<file path="src/rtl/pres_pkg.sv">
package pres_pkg;

    parameter int PRIO_W = 8;
    parameter int SRC_W  = 24;
    localparam int WORD_W = PRIO_W + SRC_W;

    localparam logic [PRIO_W-1:0] PRIO_OFF = '1;

    typedef enum logic [1:0] {
        OP_TAKE  = 2'd0,
        OP_DONE  = 2'd1,
        OP_LEVEL = 2'd2,
        OP_IPI   = 2'd3
    } op_e;

    typedef struct packed {
        logic [PRIO_W-1:0] level;
        logic [SRC_W-1:0]  src;
    } ctl_word_t;

    typedef struct packed {
        logic             valid;
        logic [SRC_W-1:0] src;
    } src_msg_t;

    function automatic logic favours(input logic [PRIO_W-1:0] a,
                                     input logic [PRIO_W-1:0] b);
        return a < b;
    endfunction

endpackage

</file>
<file path="src/rtl/pres_req_screen.sv">
module pres_req_screen
    import pres_pkg::*;
(
    input  logic [PRIO_W-1:0] level,
    input  logic              has_pend,
    input  logic [PRIO_W-1:0] pend_prio,
    input  logic [PRIO_W-1:0] req_prio,
    output logic              take,
    output logic              displace
);
    logic blocked;

    always_comb begin
        blocked  = has_pend && !favours(req_prio, pend_prio);
        take     = favours(req_prio, level) && !blocked;
        displace = take && has_pend;
    end
endmodule

</file>
<file path="src/rtl/pres_ipi_eval.sv">
module pres_ipi_eval
    import pres_pkg::*;
(
    input  logic [PRIO_W-1:0] level,
    input  logic              has_pend,
    input  logic [PRIO_W-1:0] pend_prio,
    input  logic [PRIO_W-1:0] ipi_prio,
    output logic              fire,
    output logic              displace
);
    logic held_off;

    always_comb begin
        held_off = has_pend && !favours(ipi_prio, pend_prio);
        fire     = favours(ipi_prio, level) && !held_off;
        displace = fire && has_pend;
    end
endmodule

</file>
<file path="src/rtl/intr_presenter.sv">
module intr_presenter
    import pres_pkg::*;
#(
    parameter int IPI_SRC = 2
) (
    input  logic              clk,
    input  logic              rst,
    input  logic              req_valid,
    input  logic [SRC_W-1:0]  req_src,
    input  logic [PRIO_W-1:0] req_prio,
    input  logic              op_valid,
    input  logic [1:0]        op_code,
    input  logic [WORD_W-1:0] op_data,
    output logic              cpu_irq,
    output logic [WORD_W-1:0] cur_word,
    output logic [WORD_W-1:0] acc_word,
    output logic              rej_valid,
    output logic [SRC_W-1:0]  rej_src,
    output logic              eoi_valid,
    output logic [SRC_W-1:0]  eoi_src,
    output logic              resend_req
);
    localparam logic [SRC_W-1:0] IPI_NUM = SRC_W'(IPI_SRC);

    ctl_word_t         cur_q, cur_d;
    logic [PRIO_W-1:0] pend_q, pend_d;
    logic [PRIO_W-1:0] ipi_q, ipi_d;
    logic [WORD_W-1:0] acc_q, acc_d;
    src_msg_t          rej_q, rej_d, eoi_q, eoi_d;
    logic              rs_q, rs_d;

    op_e               op;
    logic              has_pend;
    logic [PRIO_W-1:0] op_prio;
    logic [PRIO_W-1:0] op_level;
    logic              scr_take, scr_disp;
    logic [PRIO_W-1:0] ipi_cand, ipi_lvl;
    logic              ipi_fire, ipi_disp;

    assign op       = op_e'(op_code);
    assign has_pend = (cur_q.src != '0);
    assign op_prio  = op_data[PRIO_W-1:0];
    assign op_level = op_data[WORD_W-1 -: PRIO_W];

    // One evaluator serves both the IPI write and the resend path
    assign ipi_cand = (op == OP_IPI) ? op_prio : ipi_q;
    always_comb begin
        case (op)
            OP_IPI:   ipi_lvl = cur_q.level;
            OP_LEVEL: ipi_lvl = op_prio;
            OP_DONE:  ipi_lvl = op_level;
            default:  ipi_lvl = cur_q.level;
        endcase
    end

    pres_req_screen u_screen (
        .level    (cur_q.level),
        .has_pend (has_pend),
        .pend_prio(pend_q),
        .req_prio (req_prio),
        .take     (scr_take),
        .displace (scr_disp)
    );

    pres_ipi_eval u_ipi (
        .level    (ipi_lvl),
        .has_pend (has_pend),
        .pend_prio(pend_q),
        .ipi_prio (ipi_cand),
        .fire     (ipi_fire),
        .displace (ipi_disp)
    );

    always_comb begin
        cur_d  = cur_q;
        pend_d = pend_q;
        ipi_d  = ipi_q;
        acc_d  = acc_q;
        rej_d  = '0;
        eoi_d  = '0;
        rs_d   = 1'b0;
        if (op_valid) begin
            case (op)
                OP_TAKE: begin
                    acc_d     = cur_q;
                    cur_d.level = pend_q;
                    cur_d.src = '0;
                    pend_d    = PRIO_OFF;
                end
                OP_LEVEL: begin
                    cur_d.level = op_prio;
                    if (favours(op_prio, cur_q.level)) begin
                        if (has_pend && !favours(pend_q, op_prio)) begin
                            cur_d.src = '0;
                            pend_d    = PRIO_OFF;
                            rej_d     = '{valid: 1'b1, src: cur_q.src};
                        end
                    end else if (!has_pend) begin
                        rs_d = 1'b1;
                        if (ipi_fire) begin
                            cur_d.src = IPI_NUM;
                            pend_d    = ipi_q;
                        end
                    end
                end
                OP_IPI: begin
                    ipi_d = op_prio;
                    if (ipi_fire) begin
                        if (ipi_disp) rej_d = '{valid: 1'b1, src: cur_q.src};
                        cur_d.src = IPI_NUM;
                        pend_d    = op_prio;
                    end
                end
                default: begin
                    cur_d.level = op_level;
                    eoi_d       = '{valid: 1'b1, src: op_data[SRC_W-1:0]};
                    if (!has_pend) begin
                        rs_d = 1'b1;
                        if (ipi_fire) begin
                            cur_d.src = IPI_NUM;
                            pend_d    = ipi_q;
                        end
                    end
                end
            endcase
        end else if (req_valid) begin
            if (scr_take) begin
                if (scr_disp) rej_d = '{valid: 1'b1, src: cur_q.src};
                cur_d.src = req_src;
                pend_d    = req_prio;
            end else begin
                rej_d = '{valid: 1'b1, src: req_src};
            end
        end
    end

    always_ff @(posedge clk) begin
        if (rst) begin
            cur_q  <= '0;
            pend_q <= PRIO_OFF;
            ipi_q  <= PRIO_OFF;
            acc_q  <= '0;
            rej_q  <= '0;
            eoi_q  <= '0;
            rs_q   <= 1'b0;
        end else begin
            cur_q  <= cur_d;
            pend_q <= pend_d;
            ipi_q  <= ipi_d;
            acc_q  <= acc_d;
            rej_q  <= rej_d;
            eoi_q  <= eoi_d;
            rs_q   <= rs_d;
        end
    end

    assign cur_word   = cur_q;
    assign cpu_irq    = has_pend;
    assign acc_word   = acc_q;
    assign rej_valid  = rej_q.valid;
    assign rej_src    = rej_q.src;
    assign eoi_valid  = eoi_q.valid;
    assign eoi_src    = eoi_q.src;
    assign resend_req = rs_q;

    AST_TAKE_DROPS_LINE: assert property (@(posedge clk) disable iff (rst)
        (op_valid && op_code == 2'd0) |=> (!cpu_irq && cur_word[SRC_W-1:0] == '0));
    AST_TAKE_RETURNS_WORD: assert property (@(posedge clk) disable iff (rst)
        (op_valid && op_code == 2'd0) |=> (acc_word == $past(cur_word)));
    AST_LOW_REQ_BOUNCES: assert property (@(posedge clk) disable iff (rst)
        (req_valid && !op_valid && req_prio >= cur_word[WORD_W-1 -: PRIO_W])
        |=> (rej_valid && rej_src == $past(req_src)));
    AST_DONE_FORWARDS: assert property (@(posedge clk) disable iff (rst)
        (op_valid && op_code == 2'd1)
        |=> (eoi_valid && eoi_src == $past(op_data[SRC_W-1:0])
             && cur_word[WORD_W-1 -: PRIO_W] == $past(op_data[WORD_W-1 -: PRIO_W])));
    AST_LEVEL_SETS: assert property (@(posedge clk) disable iff (rst)
        (op_valid && op_code == 2'd2)
        |=> (cur_word[WORD_W-1 -: PRIO_W] == $past(op_data[PRIO_W-1:0])));
    AST_NO_EOI_WITHOUT_OP: assert property (@(posedge clk) disable iff (rst)
        (!op_valid) |=> !eoi_valid);

endmodule

</file>
<file path="config.mk">
export PLATFORM = sky130hd
export DESIGN_NAME = intr_presenter
export DESIGN_NICKNAME = d
export VERILOG_FILES = /design/src/rtl/pres_pkg.sv /design/src/rtl/pres_req_screen.sv /design/src/rtl/pres_ipi_eval.sv /design/src/rtl/intr_presenter.sv
export SDC_FILE = /design/constraint.sdc
export NUM_CORES = 1
export LEC_CHECK = 0
export ABC_CLOCK_PERIOD_IN_PS = 4300
export BUFFER_PORTS_ARGS = -buffer_cell sky130_fd_sc_hd__buf_2
export CAP_MARGIN = 25
export CELL_PAD_IN_SITES_DETAIL_PLACEMENT = 0
export CELL_PAD_IN_SITES_GLOBAL_PLACEMENT = 1
export CORE_ASPECT_RATIO = 0.7
export CORE_UTILIZATION = 38
export DETAILED_ROUTE_END_ITERATION = 8
export PLACE_DENSITY_LB_ADDON = 0.1
export SLEW_MARGIN = 10
export SYNTH_ARGS = -nofsm -noshare
export SYNTH_HDL_FRONTEND = slang
export SYNTH_SLANG_ARGS = --single-unit
</file>
<file path="constraint.sdc">
create_clock -name clk -period 4.3 [get_ports clk]
set_input_delay 0.43 -clock clk [delete_from_list [all_inputs] [get_ports clk]]
set_output_delay 0.43 -clock clk [all_outputs]
set_load 0.05 [all_outputs]
</file>
---- Word-level counts from Yosys, hierarchy flattened ----
Cells that the tools add are included.
storage, ports and cells
  bits in registers ....................... 131
  input bits .............................. 70
  word-level logic and storage cells ...... 80
operators by class
  $lt $le $gt $ge ......................... 6
  equal/unequal tests ..................... 5
  mux-type cells .......................... 33
  bitwise operators ....................... 2
  reduce and logical (&&, ||, !) cells .... 24
operator list
  kind                  number
  $mux W25              9
  $mux W24              7
  $mux W8               9
  $pmux W24 S3          1
  $pmux W25 S2          1
  $lt A8 B8 Y1          6
  $pmux W8 S3           2
  $reduce_bool A24 Y1   1
  $pmux W8 S2           1
  $logic_and A1 B1 Y1   7
  $logic_not A1 Y1      5
  $reduce_or A5 Y1      1
  $eq A2 B2 Y1 const B  2
  $ne A4 B4 Y1 const B  1
  $reduce_and A2 Y1     2
  $reduce_and A4 Y1     1
  $reduce_bool A2 Y1    2
  $reduce_or A2 Y1      2
  $ne A3 B3 Y1 const B  1
  $reduce_and A3 Y1     1
  $reduce_or A3 Y1      1
  $eq A2 B1 Y1 const B  1
  $logic_not A2 Y1      1
  $mux W1               2
  other kinds (2)       3

---- Depth between registers and ports, before layout ----
Gate-level depths: netlist of the first run.
  depth in word-level cells ............... 12
  gate-level depth with buffers ........... 16
  depth with buffers taken out ............ 13

---- Modules after synthesis ----
From an unflattened synthesis of the first run, not the netlist that was laid out.
second synthesis, totals
  cells, all modules ...................... 794
  area total of the unflattened synthesis .. 6,635.1 um^2
by module, submodules not included
  module           instances  cells an instance  area each (um^2)  seq. area each (um^2)
  intr_presenter   1          696                5,904.4           2,622.5
  pres_ipi_eval    1          49                 365.4             0.0
  pres_req_screen  1          49                 365.4             0.0

---- Worst setup path after synthesis of the first run ----
No wires, ideal clock.
  kind .................................... input to register
  start ................................... input op_code[0]
  end ..................................... register cur_q, in the netlist cur_word[0]
  setup time .............................. 0.117 ns
  arrival time ............................ 3.481 ns
  data required time ...................... 4.183 ns
  path slack .............................. 0.702 ns
  stages .................................. 13
  path buffers ............................ 3
  cells stage by stage .................... ha_1 -> clkbuf_1 -> clkbuf_1 -> mux2_2 -> ha_1 -> or2_2 -> a2111oi_2 -> o211ai_2 -> nor2_4 -> nor3_1 -> o31a_4 -> buf_6 -> a22o_1
between the ends
  word-level cells in the longest chain between the ends .. 12
RTL lines
  what                    RTL line               source
  from (decl)             intr_presenter.sv:12   input logic [1:0] op_code,
  $eq A2 B2 Y1 *          intr_presenter.sv:46   assign ipi_cand = (op == OP_IPI) ? op_prio : ipi_q;
  $mux W8 *               -
  net ipi_cand[2]         intr_presenter.sv:37   logic [PRIO_W-1:0] ipi_cand, ipi_lvl;
  $lt A8 B8 Y1            pres_pkg.sv:28         return a < b;
  $logic_not A1 Y1        pres_ipi_eval.sv:14    held_off = has_pend && !favours(ipi_prio, pend_prio);
  $logic_and A1 B1 Y1     pres_ipi_eval.sv:14
  $logic_not A1 Y1        pres_ipi_eval.sv:15    fire = favours(ipi_prio, level) && !held_off;
  $logic_and A1 B1 Y1 *   pres_ipi_eval.sv:15
  $mux W24 *              -
  $mux W24 (2 in series)  -
  $pmux W24 S3 *          intr_presenter.sv:83   case (op)
  $mux W24 *              intr_presenter.sv:82   if (op_valid) begin
  to (signal assigned)    intr_presenter.sv:147  cur_q <= cur_d;
  to (decl)               intr_presenter.sv:25   ctl_word_t cur_q, cur_d;
Mark *: on every way through the listed nets, which the timed path passes. The rest lies on a longest branch.
A chain may end at the register's enable or synchronous reset.

---- Worst setup path in the final report of the first run ----
  start ................................... input op_code[0]
  end ..................................... register cur_q, in the netlist cur_word[6]
between the ends
  word-level cells in the longest chain between the ends .. 12
RTL lines
  what                    RTL line
  $eq A2 B2 Y1            intr_presenter.sv:46, intr_presenter.sv:83
  $mux W8                 -
  $lt A8 B8 Y1            pres_pkg.sv:28
  $logic_not A1 Y1        pres_ipi_eval.sv:14
  $logic_and A1 B1 Y1     pres_ipi_eval.sv:14
  $logic_not A1 Y1        pres_ipi_eval.sv:15
  $logic_and A1 B1 Y1     pres_ipi_eval.sv:15
  $mux W24 (3 in series)  -
  $pmux W24 S3            intr_presenter.sv:83
  $mux W24                intr_presenter.sv:82
Parallel ways exist; a longest one is shown, timed or not.

==> results of run 1 <==
## through the flow
stage               power [mW]    util
finish                   3.638  0.5050
global route             3.788  0.5050
CTS                      3.658  0.5040
detailed placement       2.108  0.4637
global placement         2.092  0.4619
floorplan                1.868       -
## Yosys cell counts, drive strengths merged (3+ instances only)
cell type,count
a22o,47
o21ai,24
a21oi,44
nand2,96
inv,29
o21a,6
dfxtp,131
and3,3
a211oi,3
nor3,4
a21o,6
buf,7
a22oi,16
mux2i,16
o211a,7
mux2,8
o211ai,11
a311oi,9
nor2,29
a211o,4
and2,34
nor4,8
nand3,6
nand2b,4
a2111oi,3
clkbuf,30
ha,48
## worst register-to-register path, cell delays in order, from the launching register on
cell       delay (ns)
dfxtp_1          0.49
inv_1            0.13
ha_1             0.31
a21o_1           0.18
a2111oi_0        0.35
o21ai_0          0.21
o211ai_1         0.32
and3_1           0.81
a22o_1           0.27
## final cells by class
class	count	area (sq um)
inverters	29	108.9
repair buffers	196	1036
flip-flops and latches	131	2623
clock inverters	14	201.4
well taps	200	250.2
clock buffers	18	429.2
fillers	1516	7744
multi-input cells	459	3251
## worst max-delay path by stage
stage,slack [ns],to,cells past startpoint,startpoint
2_1_floorplan,0.70,cur_word[0],13,op_code[0]
3_3_place_gp,0.64,cur_word[4],14,op_code[0]
3_5_place_dp,0.57,cur_word[17],14,op_code[0]
4_1_cts,0.99,cur_word[6],14,op_code[0]
5_1_grt,0.62,rej_src[18],15,op_code[0]
6_report,0.95,cur_word[6],14,op_code[0]
## metal layers
layer / global-route usage / wire (um) / vias up
met5: 0 / 0 / -
met4: 0.06786 / 180 / 0
met3: 0.05251 / 1214 / 13
met2: 0.3422 / 8238 / 208
met1: 0.3633 / 10320 / 2686
li1: - / - / 2732
## power breakdown
part           internal (mW)  switching (mW)  leakage [nW]
logic                  0.263           0.491          2.40
registers               1.27          0.0694          1.07
clock network          0.978           0.568         0.301
total                   2.51            1.13          3.77
## flip-flops by register name, indices dropped and copies added, names as in the netlist
name,count
acc_word,32
eoi_src,24
rej_valid,1
ipi_q,8
eoi_valid,1
cur_word,32
rej_src,24
resend_req,1
pend_q,8
## cells by family (layout without fill, tap and decap cells)
logic type | count (synthesis) | in the layout | synth area share
AOI/OAI and AO/OA | 194 | 194 | 0.2384
and+or+nand+nor | 193 | 193 | 0.1497
DFF | 131 | 131 | 0.4274
buffers and inverters | 66 | 257 | 0.04588
adders and majority gates | 48 | 48 | 0.09788
muxes | 24 | 24 | 0.04078
==> flow_summary.yaml, run 1 <==
outcome:
  outcome: "complete, no violations"
die:
  dieWidth_um: 153.9
  die_h_um: 108.3
  core-area_sq_um: 15640
  placement_rows: 38
  io_pins: 186
  floorplan.die_area_sq_um: 16670
  initial_utilization: 0.3923
critical_path:
  end_kind: "flip-flop"
  cp_num_buf_inv: 2
  startpoint_type_of_the_worst_setup_path: "input pin"
  slowest_stage: "ha_1"
  critical_path_required_ns: 4.59
  slowest_delay_ns: 0.54
  critical_register_to_register_path_endpoint: "cur_word[6]"
  reg2regPathDepth: 8
  ordered_list_of_cells_on_the_worst_path: "buf_2 > inv_1 > ha_1 > a22oi_1 > nand2_1 > o21ai_0 > ha_1 > or2_2 > a2111oi_2 > o211ai_2 > a21o_1 > and2_1 > o31a_4 > a22o_1"
  worst-endpoint-arrival_ns: 3.64
  cp_max_fo: 23
  critical-path-top-cell-by-count: "ha_1"
  family_with_the_most_delay_on_the_worst_path: "compound AO/OA/AOI/OAI gates"
  setup.reg_to_reg.worst_slack_ns: 1.15
  path_class: "input pin to flip-flop"
  worst_r2r_startpoint: "pend_q[4]"
placement:
  placed_instances: 1014
  placed_area_sq_um: 7253
  port_buffers: 185
  gp_routability_congestion: 0.8659
  dp_hpwl_mm: 15.07
  detailedPlace.worstSlack_ns: 0.5688
clocking:
  cts_buffers: 17
  cts_tree: "built"
  numClockSinks: 131
  cts_post_setup_buffers_inserted: 0
  cts-root-buf: "clkbuf_16"
  clkSlewWorstSetupHoldPaths_ns: 0.06
  cts_max_level: 4
  cts-root-to-sink-buffers: 2
  cts_hold_buf: 0
  cts.repair.resized: 0
  clock_insertion_delay_at_the_later_pin_of_the_skew_report_ns: 0.42
timing:
  layout_setup_ws_ns: 0.9502
  timing_hold_violations_final: 0
  report.final.slew_viol_count: 0
  hold_slack_ns: 0.2177
  final-setup-viol-count: 0
  fin_tns_setup_ns: 0
  achievable-frequency_ghz: 0.2985
  period_share: 0.7790
  worst-slew-pin-transition_ns: 0.8563
  final_period_minus_worst_setup_slack_ns: 3.350
  maxSlewHeadroom: 0.4291
  finClkSkew_ns: 0.01486
  grt_setup_unrepaired: "false"
drt:
  drt-total-wl_mm: 19.95
  routed_wire_length_per_instance_um: 19.05
  drt_first_iter_violations: 423
  route.vias.total: 5639
  drc_violations_left: 0
  routed_via_density: 5.386
  first_pass_iters: 5
  residual_antenna_violating_net_count_after_detailed_routing: 0
logic_synthesis:
  syn_area_per_cell_sq_um: 9.353
  synth-seq-cells: 131
  synth-async-reset-ratio: 0
  synth_top_cells_by_area: "dfxtp_1 (43%), ha_1 (9.8%), a22o_1 (6.7%)"
  synth_seq_area_share: 0.4274
  synth_cells: 656
  postSynthNetCount: 774
  synth_area_leader_cell: "dfxtp_1"
  post-synth-top-area-fraction: 0.4274
  synth_cell_type_count: 57
  synth.yosys.warnings: 0
  synthFlopType: "dfxtp_1"
  mappedNetlistArea_sq_um: 6136
  synth_enable_flop_cells: 0
grt:
  grt_pass1_wl_mm: 30.22
  grt_antenna_before_repair: 0
  grt_use_total: 0.2420
  grt_pass1_vias: 5267
  maximum_number_of_pins_on_one_net_before_global_route_repair: 62
  gr_ovfl_total: 0
pwr:
  pwrdens_nw_per_um2: 460.6
  p_leak_nw: 3.766
  max-vdd-ir-drop_uv: 215.6
cells_and_area:
  nNetsFinal: 952
  layout.cells.most_common: "buf_2"
  finish.instance_area_sq_um: 7899
  highest_count_cells_in_the_layout_ignoring_fill_and_taps: "buf_2 (185), dfxtp_1 (131), nand2_1 (96)"
  final_cell_count_no_fill: 1047
  layout-area-overhead-vs-synth_pct: 28.73
  post_route_cells_drive_above_1_share: 0.2975
  num_antenna_cells: 0
hold_path:
  hp-class: "input pin to flip-flop"
  whs_path_depth: 2
  timing.hold.worst.start: "op_data[20]"
  worst_hold_path.endpoint: "eoi_src[20]"
flow_run:
  cap_violations: 0
Power figures use the tool's default switching activity.
==> inputs of run 2 (changes only) <==
Settings changed: ABC_CLOCK_PERIOD_IN_PS 4300 to 2800, CORE_UTILIZATION 38 to 35.
Clock period 4.3 ns to 2.8 ns, I/O delays scaled along.
==> run 2 against run 1 <==
  * Worst hold slack worse by 0.16 ns
  * Non-clock buffer count is 48 higher
  * Sequential share of layout area is 2.4 points lower
  * Sequential cell count stayed put
  * Clock skew is 0.0030 ns lower
  * Count of clock-buffer cells in the layout is 1 lower
==> flow_summary.yaml, run 2 (synthesized netlist as in run 1, its figures left out) <==
clocking:
  numClockSinks: 131
  clock_insertion_delay_at_the_later_pin_of_the_skew_report_ns: 0.42
  cts_hold_buf: 0
  cts-root-to-sink-buffers: 2
  cts_max_level: 4
  clkSlewWorstSetupHoldPaths_ns: 0.06
  cts_tree: "built"
  cts-root-buf: "clkbuf_16"
  cts_buffers: 17
critical_path:
  ordered_list_of_cells_on_the_worst_path: "clkbuf_4 > ha_4 > mux2_2 > ha_1 > and4_1 > o211ai_1 > o211ai_4 > nor4_4 > a311oi_2 > buf_4 > nor2_4 > buf_12 > a22o_1"
  startpoint_type_of_the_worst_setup_path: "input pin"
  slowest_stage: "mux2_2"
  cp_max_fo: 12
  end_kind: "flip-flop"
  worst-endpoint-arrival_ns: 3.03
  path_class: "input pin to flip-flop"
  cp_num_buf_inv: 3
  slowest_delay_ns: 0.39
  family_with_the_most_delay_on_the_worst_path: "compound AO/OA/AOI/OAI gates"
  critical_path_required_ns: 3.11
  crit_start: "op_code[1]"
  worst_r2r_startpoint: "ipi_q[4]"
drt:
  drc_violations_left: 0
  first_pass_iters: 5
  drt-total-wl_mm: 21.69
  route.vias.total: 5909
  residual_antenna_violating_net_count_after_detailed_routing: 0
  routed_via_density: 5.234
  drt_first_iter_violations: 521
  routed_wire_length_per_instance_um: 19.21
pwr:
  pwrdens_nw_per_um2: 663.9
  sequentialPowerShare: 0.356
  share_clk_of_total_power: 0.393
  p_sw_mw: 1.911
  cellInternalPower_mw: 3.747
  comb_power_share: 0.251
  max-vdd-ir-drop_uv: 342.1
  p_leak_nw: 4.028
  fin_total_pwr_mw: 5.658
  netSwitchingFraction: 0.3378
timing:
  final-setup-viol-count: 0
  finClkSkew_ns: 0.01181
  report.final.slew_viol_count: 0
  timing_hold_violations_final: 0
  achievable-frequency_ghz: 0.3666
  final_period_minus_worst_setup_slack_ns: 2.728
  layout_setup_ws_ns: 0.07189
  maxSlewHeadroom: 0.5315
  hold_slack_ns: 0.06013
  period_share: 0.9743
  worst-slew-pin-transition_ns: 0.6981
grt:
  global_route.usage.met1: 0.3694
  grt_util_met3: 0.05242
  grt_pass1_vias: 5616
  grt_use_total: 0.2398
  maximum_number_of_pins_on_one_net_before_global_route_repair: 34
  grt_pass1_wl_mm: 33.06
  met2_global_route_usage: 0.3272
  gr_ovfl_total: 0
  grt.busiest_layer: "met1"
  grt_antenna_before_repair: 0
die:
  floorplan.die_area_sq_um: 18070
  io_pins: 186
  dieWidth_um: 160.3
  core-area_sq_um: 17170
  placement_rows: 40
  initial_utilization: 0.3574
  die_h_um: 112.8
outcome:
  outcome: "complete, no violations"
cells_and_area:
  highest_count_cells_in_the_layout_ignoring_fill_and_taps: "buf_2 (183), dfxtp_1 (129), nand2_1 (96)"
  layout.cells.most_common: "buf_2"
  post_route_cells_drive_above_1_share: 0.3641
  layout-area-overhead-vs-synth_pct: 38.91
  finish.instance_area_sq_um: 8523
  nNetsFinal: 1003
  num_antenna_cells: 0
  finalCoreUtilization: 0.4965
  filler_cell_count: 1660
placement:
  port_buffers: 185
  placed_area_sq_um: 7751
  gp_routability_congestion: 0.9121
  detailedPlace.worstSlack_ns: -0.5468
  dp_hpwl_mm: 16.30
hold_path:
  timing.hold.worst.start: "op_data[23]"
  hp-class: "input pin to flip-flop"
flow_run:
  cap_violations: 0
## run 2: area by class of cell
class / count / area (sq um) / share of cell area
clock buffer: 17 / 425.4 / 0.04991
clock inverter: 15 / 158.9 / 0.01864
inverter: 29 / 108.9 / 0.01277
multi-input combinational: 462 / 3480 / 0.4083
sequential: 131 / 2625 / 0.3080
tap: 231 / 289.0 / 0.03391
timing repair buffer: 244 / 1436 / 0.1685
## run 2: worst paths after layout
path                                     to  slack (ns)  cells after the start
worst max-delay path            rej_src[18]        0.07                     13
worst min-delay path            eoi_src[23]        0.06                      2
worst max register to register  cur_word[4]        0.08                      9
worst min register to register  acc_word[7]        0.45                      2
## run 2: per-stage QoR
step / setup TNS [ns] / cells
floorplan: -3.239 / 656
global placement: -17.73 / 1090
detailed placement: -23.52 / 1090
CTS: 0 / 1125
global route: -0.02346 / 1129
finish: 0 / 1129
## run 2: routing by layer
layer	wire, um	up-vias	part of all wire
met1	11280	2799	0.52
met5	0	-	0
met3	1554	20	0.072
met4	257	0	0.012
li1	-	2842	-
met2	8594	248	0.40
## run 2: repair_timing
| action | 4_1_cts | 5_1_grt |
|---|---|---|
| cloned | 1 | 2 |
| pin swaps | 2 | 7 |
| buffers inserted | 2 | 2 |
| gates resized for setup | 4 | 18 |
| endpoints found under the hold margin | 0 | 0 |
| setup endpoints to repair | 24 | 56 |
## run 2: power groups by stage
| stage | Sequential [mW] | Combinational, mW | Clock (mW) |
|---|---|---|---|
| finish | 2.01 | 1.42 | 2.22 |
| global route | 2.02 | 1.52 | 2.37 |
| CTS | 2.01 | 1.36 | 2.26 |
| detailed placement | 2.05 | 1.33 | 0 |
| global placement | 2.05 | 1.31 | 0 |
| floorplan | 2.24 | 0.669 | 0 |
==> inputs of run 3 (changes only) <==
Settings changed: BUFFER_PORTS_ARGS -buffer_cell sky130_fd_sc_hd__buf_2 to unset, CORE_UTILIZATION 35 to 42, DONT_BUFFER_PORTS set to 1, PLACE_DENSITY set to 0.84, PLACE_DENSITY_LB_ADDON 0.1 to unset.
==> run 3 against run 2 <==
  * Register-to-register slack about the same
  * Highest routed layer unchanged
  * Final cell count decreased by 15%
  * Critical endpoint is now cur_word[7]
  * Utilization increased by 7.5 points
  * Total power increased by 1.2%
  * Sequential cell count unchanged
  * Clock skew decreased by 0.0013 ns
  * Maximum frequency decreased by 0.17%
  * Final area decreased by 5.4%
==> flow_summary.yaml, run 3 (synthesized netlist as in run 1, its figures left out) <==
drt:
  drt_first_iter_violations: 496
  routed_wire_length_per_instance_um: 21.80
  drc_violations_left: 0
  first_pass_iters: 5
  routed_via_density: 5.879
  residual_antenna_violating_net_count_after_detailed_routing: 0
  route.vias.total: 5632
  drt-total-wl_mm: 20.89
cells_and_area:
  highest_count_cells_in_the_layout_ignoring_fill_and_taps: "dfxtp_1 (129), nand2_1 (96), buf_4 (63)"
  layout.cells.most_common: "dfxtp_1"
  nNetsFinal: 874
  post_route_cells_drive_above_1_share: 0.1849
  num_antenna_cells: 0
  layout-area-overhead-vs-synth_pct: 31.42
  filler_cell_count: 1212
  finalCoreUtilization: 0.5720
  final_cell_count_no_fill: 958
  finish.instance_area_sq_um: 8064
hold_path:
  whs_path_depth: 1
  hp-class: "input pin to flip-flop"
  timing.hold.worst.start: "req_src[10]"
  worst_hold_path.endpoint: "rej_src[10]"
grt:
  maximum_number_of_pins_on_one_net_before_global_route_repair: 42
  grt_pass1_wl_mm: 30.79
  grt_use_total: 0.2739
  grt_pass1_vias: 5386
  gr_ovfl_total: 0
  grt_antenna_before_repair: 0
flow_run:
  cap_violations: 0
timing:
  worst-slew-pin-transition_ns: 0.7161
  final-setup-viol-count: 0
  achievable-frequency_ghz: 0.3659
  period_share: 0.9760
  layout_setup_ws_ns: 0.06722
  fin_tns_setup_ns: 0
  hold_slack_ns: 0.01867
  report.final.slew_viol_count: 0
  timing_hold_violations_final: 0
  final_period_minus_worst_setup_slack_ns: 2.733
  maxSlewHeadroom: 0.5194
  finClkSkew_ns: 0.01050
die:
  initial_utilization: 0.4352
  dieWidth_um: 146.5
  die_h_um: 103.1
  core-area_sq_um: 14100
  floorplan.die_area_sq_um: 15100
  io_pins: 186
  placement_rows: 36
critical_path:
  ordered_list_of_cells_on_the_worst_path: "inv_1 > ha_1 > a21o_1 > a211o_1 > a41oi_1 > o2111a_2 > a221oi_4 > buf_4 > o31a_4 > a22o_1"
  critical_path_required_ns: 3.11
  cp_num_buf_inv: 2
  end_kind: "flip-flop"
  startpoint_type_of_the_worst_setup_path: "flip-flop"
  critical_register_to_register_path_endpoint: "cur_word[7]"
  reg2regPathDepth: 10
  slowest_stage: "o31a_4"
  worst_r2r_startpoint: "cur_word[28]"
  family_with_the_most_delay_on_the_worst_path: "compound AO/OA/AOI/OAI gates"
  worst-endpoint-arrival_ns: 3.05
  cp_max_fo: 11
  cp.depth: 10
  setup.reg_to_reg.worst_slack_ns: 0.07
  path_class: "flip-flop to flip-flop"
  slowest_delay_ns: 0.42
clocking:
  clock_insertion_delay_at_the_later_pin_of_the_skew_report_ns: 0.42
  numClockSinks: 131
  cts-root-buf: "clkbuf_16"
  clkSlewWorstSetupHoldPaths_ns: 0.06
  cts_buffers: 17
  cts_max_level: 4
  cts-root-to-sink-buffers: 2
  cts_tree: "built"
placement:
  gp_routability_congestion: 0.9818
  detailedPlace.worstSlack_ns: -0.1438
  placed_instances: 871
  placed_area_sq_um: 6827
  dp_hpwl_mm: 14.58
  port_buffers: 0
pwr:
  pwrdens_nw_per_um2: 710.2
  p_leak_nw: 3.399
  fin_total_pwr_mw: 5.727
  max-vdd-ir-drop_uv: 421.2
outcome:
  outcome: "complete, no violations"
-- run 3: changes by cell type in the layout (fill, tap and decap cells not counted), sizes merged, moves of 2 or more --
cell         previous run  this run
clkinv                  1         5
buf                   242        67
bufinv                  1         4
dlygate4sd3             0        49
inv                    39        32
clkinvlp                3         1
-- run 3: where the power goes --
group          switching (mW)  internal [mW]
clock                   0.872           1.53
sequential              0.174           1.95
combinational           0.705          0.503
total                    1.75           3.98
-- run 3: per-layer routing --
metal,part of all wire,wire length [um],GRT usage,vias up
met5,0,0,0,-
met4,0.018,376,0.08974,0
met3,0.099,2060,0.08407,32
li1,-,-,-,2573
met2,0.43,9005,0.4026,313
met1,0.45,9447,0.3809,2714
-- run 3: area by class of cell --
class / count / area (sq um) / area share
multi-input combinational: 461 / 3410 / 0.4228
sequential: 131 / 2625 / 0.3255
timing repair buffer: 116 / 1044 / 0.1294
clock buffer: 18 / 439.2 / 0.05446
tap: 190 / 237.7 / 0.02948
clock inverter: 13 / 200.2 / 0.02483
inverter: 29 / 108.9 / 0.01350
-- run 3: worst max path at each step --
| stage | startpoint | endpoint | slack, ns |
|---|---|---|---|
| floorplan | op_code[0] | cur_word[0] | -0.15 |
| global placement | op_code[1] | cur_word[5] | -0.04 |
| detailed placement | op_code[1] | cur_word[10] | -0.14 |
| CTS | cur_word[26] | rej_src[15] | 0.05 |
| global route | cur_word[26] | cur_word[7] | -0.003 |
| finish | cur_word[28] | cur_word[7] | 0.07 |
-- run 3: worst reg2reg max path, delay by kind of cell (launching register included) --
| kind | cells | cell delay [ns] |
|---|---|---|
| AO/OA/AOI/OAI | 7 | 1.74 |
| adder cells (fa/ha/maj) | 1 | 0.29 |
| buffers and inverters | 2 | 0.24 |
| flip-flops | 1 | 0.37 |
-- run 3: timing repair --
| item | in CTS | in global routing |
|---|---|---|
| gates cloned | 1 | 1 |
| pin swaps | 1 | 4 |
| endpoints found under the setup margin | 24 | 47 |
| hold buffers | 50 | 0 |
| endpoints found under the hold margin | 112 | 0 |
| setup buffers | 0 | 4 |
| resized for setup | 0 | 10 |
